### config.mk
export PLATFORM = sky130hd
export DESIGN_NAME = crc_prs_slice
export DESIGN_NICKNAME = d
export VERILOG_FILES = /design/src/rtl/crc_prs_pkg.sv /design/src/rtl/crc_prs_lenmask.sv /design/src/rtl/crc_prs_feedback.sv /design/src/rtl/crc_prs_next.sv /design/src/rtl/crc_prs_slice.sv
export SDC_FILE = /design/constraint.sdc
export NUM_CORES = 1
export LEC_CHECK = 0
export BUFFER_PORTS_ARGS = -buffer_cell sky130_fd_sc_hd__clkbuf_2
export CORE_MARGIN = 3
export CORE_UTILIZATION = 40
export DETAILED_ROUTE_END_ITERATION = 12
export PLACE_DENSITY_LB_ADDON = 0.08
export SETUP_SLACK_MARGIN = 0.02
export SLEW_MARGIN = 20
export SYNTH_ARGS = -nofsm -noshare
export SYNTH_HDL_FRONTEND = slang
export SYNTH_HIERARCHICAL = 1
export SYNTH_SLANG_ARGS = --single-unit
### constraint.sdc
create_clock -name clk -period 2 [get_ports clk]
set_input_delay 0.2 -clock clk [delete_from_list [all_inputs] [get_ports clk]]
set_output_delay 0.2 -clock clk [all_outputs]
set_load 0.005 [all_outputs]
### src/rtl/crc_prs_pkg.sv
package crc_prs_pkg;
  typedef enum logic [1:0] {
    STEP_CRC   = 2'b00,
    STEP_PRS   = 2'b01,
    STEP_SHIFT = 2'b10,
    STEP_HOLD  = 2'b11
  } step_mode_e;
endpackage

### src/rtl/crc_prs_lenmask.sv
module crc_prs_lenmask #(
  parameter int W  = 8,
  parameter int SW = 3
) (
  input  logic [SW-1:0] msb_sel,
  output logic [W-1:0]  len_mask
);
  genvar gi;
  generate
    for (gi = 0; gi < W; gi++) begin : g_bit
      assign len_mask[gi] = (gi <= int'(msb_sel));
    end
  endgenerate
endmodule

### src/rtl/crc_prs_feedback.sv
module crc_prs_feedback import crc_prs_pkg::*; #(
  parameter int W  = 8,
  parameter int SW = 3
) (
  input  logic [W-1:0]  value,
  input  logic [SW-1:0] msb_sel,
  input  step_mode_e    mode,
  input  logic          serial_in,
  input  logic          fb_ext_en,
  input  logic          fb_in,
  output logic          top_bit,
  output logic          own_fb,
  output logic          eff_fb
);
  function automatic logic pick_top(input logic [W-1:0] v, input logic [SW-1:0] m);
    logic r;
    r = 1'b0;
    for (int i = 0; i < W; i++)
      if (i == int'(m)) r = v[i];
    return r;
  endfunction

  assign top_bit = pick_top(value, msb_sel);
  assign own_fb  = top_bit ^ ((mode == STEP_CRC) & serial_in);
  assign eff_fb  = fb_ext_en ? fb_in : own_fb;
endmodule

### src/rtl/crc_prs_next.sv
module crc_prs_next import crc_prs_pkg::*; #(
  parameter int W = 8
) (
  input  logic [W-1:0] value,
  input  logic [W-1:0] poly,
  input  logic [W-1:0] len_mask,
  input  step_mode_e   mode,
  input  logic         eff_fb,
  input  logic         lsb_in,
  output logic [W-1:0] next_val
);
  function automatic logic [W-1:0] advance(
    input logic [W-1:0] v,
    input logic [W-1:0] p,
    input logic [W-1:0] m,
    input logic         plain_shift,
    input logic         fb,
    input logic         lsb
  );
    logic [W-1:0] s;
    s = {v[W-2:0], lsb};
    if (!plain_shift && fb) s = s ^ p;
    return s & m;
  endfunction

  assign next_val = advance(value, poly, len_mask, mode == STEP_SHIFT, eff_fb, lsb_in);
endmodule

### src/rtl/crc_prs_slice.sv
module crc_prs_slice import crc_prs_pkg::*; #(
  parameter int W  = 8,
  parameter int SW = $clog2(W)
) (
  input  logic          clk,
  input  logic          rst_n,
  input  logic [1:0]    mode,
  input  logic          step_en,
  input  logic          serial_in,
  input  logic [SW-1:0] msb_sel,
  input  logic          poly_we,
  input  logic [W-1:0]  poly_in,
  input  logic          seed_we,
  input  logic [W-1:0]  seed_in,
  input  logic          fb_ext_en,
  input  logic          fb_in,
  input  logic          link_en,
  input  logic          link_in,
  output logic [W-1:0]  value_out,
  output logic          msb_out,
  output logic          fb_out
);
  logic [W-1:0] value_q;
  logic [W-1:0] poly_q;
  logic [W-1:0] len_mask;
  logic [W-1:0] next_val;
  step_mode_e   mode_e;
  logic         top_bit;
  logic         own_fb;
  logic         eff_fb;
  logic         lsb_in;
  logic         seed_fire;
  logic         step_fire;

  assign mode_e    = step_mode_e'(mode);
  assign seed_fire = seed_we;
  assign step_fire = step_en && (mode_e != STEP_HOLD) && !seed_we;
  assign lsb_in    = link_en ? link_in : ((mode_e == STEP_SHIFT) & serial_in);

  crc_prs_lenmask #(.W(W), .SW(SW)) u_mask (
    .msb_sel  (msb_sel),
    .len_mask (len_mask)
  );

  crc_prs_feedback #(.W(W), .SW(SW)) u_fb (
    .value     (value_q),
    .msb_sel   (msb_sel),
    .mode      (mode_e),
    .serial_in (serial_in),
    .fb_ext_en (fb_ext_en),
    .fb_in     (fb_in),
    .top_bit   (top_bit),
    .own_fb    (own_fb),
    .eff_fb    (eff_fb)
  );

  crc_prs_next #(.W(W)) u_next (
    .value    (value_q),
    .poly     (poly_q),
    .len_mask (len_mask),
    .mode     (mode_e),
    .eff_fb   (eff_fb),
    .lsb_in   (lsb_in),
    .next_val (next_val)
  );

  always_ff @(posedge clk) begin
    if (!rst_n) begin
      value_q <= '0;
      poly_q  <= '0;
    end else begin
      if (poly_we) poly_q <= poly_in;
      if (seed_fire)      value_q <= seed_in & len_mask;
      else if (step_fire) value_q <= next_val;
    end
  end

  assign value_out = value_q;
  assign msb_out   = top_bit;
  assign fb_out    = own_fb;
endmodule

Yosys cells after proc, flatten, opt, wreduce, memory -nomap -nowiden
Index checks and enable logic that the tools add are counted.

Equality and inequality tests: 9. Reduce and logical (&&, ||, !) cells: 8. Order comparisons: 7. Bitwise gates (word level): 6. Muxes and demuxes: 13.

Operators with widths (count): $mux 8 (3); $and 8x8->8 (2); $eq 3x3->1 const A (4); $le 3x3->1 const A (4); $mux 1 (10); $xor 8x8->8 (1); $eq 2x3->1 const A (2); $le 2x3->1 const A (2); $eq 1x3->1 const A (1); $le 1x3->1 const A (1); $logic_and 1x1->1 (3); $logic_not 3->1 (1); $and 1x1->1 (2); $eq 2x2->1 const B (1); $logic_not 1->1 (2); $logic_not 2->1 (1); $ne 2x2->1 const B (1); $reduce_bool 2->1 (1); $xor 1x1->1 (1).

Output and inout port bits: 10. Flip-flop bits (word level): 16. Word-level logic and storage cells: 45.

Depth between registers and ports, before layout
Word-level depth: 16. Gate-level depth with buffers: 10. Mapped depth without buffers: 9.

By module
The synthesis kept the hierarchy.

Modules (own cells, without submodules): crc_prs_slice (cells an instance 74, area an instance 744.5 µm², instances 1); crc_prs_next (cells an instance 35, area an instance 222.7 µm², instances 1); crc_prs_feedback (cells an instance 8, area an instance 97.6 µm², instances 1); crc_prs_lenmask (cells an instance 9, area an instance 58.8 µm², instances 1).

Least setup slack after synthesis
No wires, ideal clock.

Path kind: reg2reg. Start: register value_q[2], in the netlist value_out[2]. End: register value_q[3], in the netlist value_out[3]. Setup time: 0.060 ns. Stages on the path, launching flop included: 11. Arrival time: 2.153 ns. Required time: 1.940 ns. Path slack: -0.212 ns. Path buffers: 1. Cell sequence: dfxtp_1 > mux4_1 > mux2i_2 > xor2_1 > mux2_1 > buf_2 > nand3_1 > mux2i_1 > nor2_1 > o22ai_1 > o311a_1.

Word-level cells in the longest chain between the ends: 13.

RTL lines: from (decl) (RTL line crc_prs_slice.sv:23) `logic [W-1:0] value_q;`; from (signal assigned) (RTL line crc_prs_slice.sv:73) `if (seed_fire) value_q <= seed_in & len_mask;`; from (signal assigned) (RTL line crc_prs_slice.sv:74) `else if (step_fire) value_q <= next_val;`; $mux 1 (6 in a row) (RTL line crc_prs_feedback.sv:19) `if (i == int'(m)) r = v[i];`; $xor 1x1->1 (RTL line crc_prs_feedback.sv:24) `assign own_fb = top_bit ^ ((mode == STEP_CRC) & serial_in);`; via fb_out (RTL line crc_prs_slice.sv:21) `output logic fb_out`; $mux 1 (RTL line crc_prs_feedback.sv:25) `assign eff_fb = fb_ext_en ? fb_in : own_fb;`; via eff_fb (RTL line crc_prs_slice.sv:30) `logic eff_fb;`; $logic_and 1x1->1 (RTL line crc_prs_next.sv:22) `if (!plain_shift && fb) s = s ^ p;`; $mux 8 (RTL line crc_prs_next.sv:22); $and 8x8->8 (RTL line crc_prs_next.sv:23) `return s & m;`; via next_val[3] (RTL line crc_prs_slice.sv:26) `logic [W-1:0] next_val;`; $mux 8 (RTL line crc_prs_slice.sv:74); $mux 8 (RTL line crc_prs_slice.sv:73).

The timed path passes the listed nets, and every way through them passes these cells. The select of a mux whose other input is x is not followed. A chain may end at the register's enable or synchronous reset.

Worst setup path in the final report
Start: register value_q[7], in the netlist value_out[7]. End: register value_q[4], in the netlist value_out[4].

Word-level cells in the longest chain between the ends: 8.

RTL lines (RTL line): $mux 1 (crc_prs_feedback.sv:19); $xor 1x1->1 (crc_prs_feedback.sv:24); $mux 1 (crc_prs_feedback.sv:25); via eff_fb (crc_prs_slice.sv:30); $logic_and 1x1->1 (crc_prs_next.sv:22); $mux 8 (crc_prs_next.sv:22); $and 8x8->8 (crc_prs_next.sv:23); via next_val[4] (crc_prs_slice.sv:26); $mux 8 (crc_prs_slice.sv:74); $mux 8 (crc_prs_slice.sv:73).

The timed path passes the listed nets, and every way through them passes these cells. The select of a mux whose other input is x is not followed.

==> results.yml <==
cts:
  cts_root_buffer: "clkbuf_4"
  htree_levels: 1
  cts_tree: "done"
  clkTransAtPathRegs_ns: 0.10
  clk_latency_ns: 0.28
  clk_path_buf_depth: 2
  holdBufCountCts: 0
  cts_sinks: 16
  cts_buffers: 3
floorplan:
  dieWidth_um: 59
  ios: 41
  rows: 18
  die_h_um: 59
  start_util_pct: 43.8
  core_um2: 2570
  die_area_um2: 3480
sta:
  tightestPinTransition_ns: 0.533
  setup_viol: 8
  fin_crit_sh_pct: 109
  slew_headroom_pct: 64.5
  maxSlewViolCount: 0
  min_period_ns: 2.18
  hold_viol_final: 0
  fin_skew_ns: 0.00335
  rsz0062_at_grt: "yes"
  fmax_ghz: 0.458
  finalWorstSetupSlack_ns: -0.184
yosys:
  synth_nets: 157
  synth_mux_area_share_pct: 21.2
  ys_seq_area_share_pct: 28.5
  synthXorXnorAreaFrac_pct: 0.780
  syn-cell-area_um2: 1120
  yosys.area_share.simple_pct: 22.2
  yosysWarnings: 6
  syn_avg_cell_area_um2: 8.92
  synth_compound_area_share_pct: 20.7
  synth_seq_cells: 16
  synth_top_family_by_area: "simple AND/OR/NAND/NOR gates"
  syn_inst: 126
  synth_adder_area_share_pct: 0
  ys_types: 29
critical_path:
  crit_path_end_kind: "register"
  worstPathMaxFanout: 8
  start_kind: "register"
  worstSetupPathType: "reg -> reg"
  cp.required_ns: 2.23
  critPathArrivalTime_ns: 2.41
global_route:
  first_global_vias: 995
  antenna_found_initial: 0
  grt_max_degree: 33
  gr-usage-all-layers_pct: 16.0
  grt_pass1_wl_mm: 4.23
  grt_overflow: 0
detailed_routing:
  wl_per_cell_um: 13.4
  drc_errors: 0
  routed_wirelength_mm: 2.74
  ant_nets: 0
  vias_per_cell: 5.18
  dr.pass1.iters: 4
  drt-initial-drc-count: 12
  vias: 1057
power_and_ir_drop:
  power_leakage_uw: 0.000745
  p_total_uw: 846
  ir_drop_uv: 318
  powerDensity_nw_per_um2: 565
hold_path:
  worstHoldPathType: "in -> reg"
flow_run:
  maxCapViolCount: 0
layout:
  layout-drive-gt1-share_pct: 44.8
  area_growth_pct: 33.3
  diodes: 0
  fin_util_pct: 58.3
  final_nets: 206
run_status:
  outcome: "complete, but fails checks"
  violations: "negative setup slack"
placed_design:
  dpl.hpwl_mm: 2.18
  port_buffers: 40
  gp_routability_congestion: 0.803
-- power breakdown --
part           internal, uW  total, uW  switching (uW)
combinational           145        268             124
clock                   111        221             110
sequential              343        357            14.7
-- worst max-delay path, stage by stage (launching register included) --
cell and delay [ns]:
dfxtp_2 0.34, mux4_2 0.49, mux2i_4 0.19, xor2_2 0.09, mux2_4 0.34, nand3_2 0.08, mux2i_1 0.18, nor2_1 0.05
o22ai_1 0.17, o311a_1 0.18
-- through the flow --
| stage | instance area (um^2) | worst slack, ns | hold WS [ns] | TNS (ns) | instances |
|---|---|---|---|---|---|
| global placement | 1430 | -0.200 | 0.463 | -1.49 | 199 |
| floorplan | 1170 | -0.0970 | 0.328 | -0.748 | 126 |
| finish | 1500 | -0.184 | 0.170 | -1.29 | 204 |
| detailed placement | 1430 | -0.263 | 0.470 | -1.96 | 199 |
| global route | 1500 | -0.296 | 0.183 | -2.20 | 204 |
| CTS | 1490 | -0.187 | 0.163 | -1.41 | 205 |
-- registers in the layout (all words and copies together) (netlist names) --
register	count
value_out	8
poly_q	8
-- cell type report --
| type | instances | area [um^2] |
|---|---|---|
| Clock buffer | 4 | 36.3 |
| Fill cell | 242 | 1070 |
| Inverter | 1 | 3.75 |
| Multi-Input combinational cell | 99 | 785 |
| Sequential cell | 16 | 324 |
| Tap cell | 30 | 37.5 |
| Timing Repair Buffer | 54 | 312 |
-- path summary, 6_finish.rpt --
check                             from                   endpoint  slack [ns]  depth (start not counted)
max          value_out[7]$_SDFFE_PN0P_  value_out[4]$_SDFFE_PN0P_       -0.18                          9
max reg2reg  value_out[7]$_SDFFE_PN0P_  value_out[4]$_SDFFE_PN0P_       -0.18                          9
min                         poly_in[2]     poly_q[2]$_SDFFE_PN0P_        0.17                          3
min reg2reg     poly_q[7]$_SDFFE_PN0P_     poly_q[7]$_SDFFE_PN0P_        0.55                          2
-- synth_stat cells (all sizes together) --
library cell	number	area, um^2
nor2	9	33.8
conb	1	3.75
buf	8	60.1
o22ai	8	50.1
dfxtp	16	320
nand2b	9	56.3
and2	1	7.51
o21a	1	7.51
and3	1	7.51
o31ai	1	7.51
or2	1	6.26
nand2	11	41.3
inv	1	3.75
mux4	2	52.6
or3	1	6.26
a21boi	9	78.8
o311a	8	80.1
xor2	1	8.76
nor2b	8	50.1
mux2i	17	174
clkbuf	2	7.51
nand3	8	40.0
mux2	1	11.3
a21o	1	8.76
-- cells in the final DEF (no fill, tap or decap) --
master / netlist / routed
a21boi_0: 2 / 2
a21boi_1: 6 / 6
a21boi_4: 1 / 1
a21o_2: 1 / 1
and2_2: 1 / 1
and3_2: 1 / 1
buf_4: 3 / 14
buf_6: 2 / 1
clkbuf_2: 0 / 39
clkbuf_4: 0 / 3
clkbuf_8: 0 / 1
conb_1: 1 / 1
dfxtp_1: 16 / 13
dfxtp_2: 0 / 3
inv_1: 1 / 1
mux2_4: 0 / 1
mux2i_1: 16 / 16
mux2i_4: 0 / 1
mux4_2: 0 / 2
nand2_1: 11 / 11
nand2b_1: 9 / 9
nand3_2: 0 / 8
nor2_1: 9 / 9
nor2b_1: 8 / 8
o21a_1: 1 / 1
o22ai_1: 8 / 8
o311a_1: 8 / 8
o31ai_1: 1 / 1
or2_1: 1 / 1
or3_1: 1 / 1
xor2_2: 0 / 1
-- timing repair --
item	in CTS	in global routing
gates cloned	0	0
buffers inserted	2	0
setup endpoints to repair	8	9
pin swaps	4	5
resized for setup	4	2
hold endpoints to repair	0	0
-- cell families (layout without fill, tap and decap cells) --
family	Yosys count	in the layout
other	1	1
muxes	20	20
xor gates and xnor gates	1	1
buffers and inverters	11	59
DFF	16	16
and+or+nand+nor	49	49
AOI/OAI and AO/OA	28	28
-- layer usage --
layer  track usage, %  wire length (um)  share of wire [%]  vias to the layer above
met5                0                 0                  0                        -
met4             4.21                15               0.55                        0
met3             3.05               152                5.5                        2
met2             27.4              1300                 47                       31
met1             20.4              1270                 46                      477
li1                 -                 -                  -                      547
Note: power is estimated with default switching activity, not from simulation.
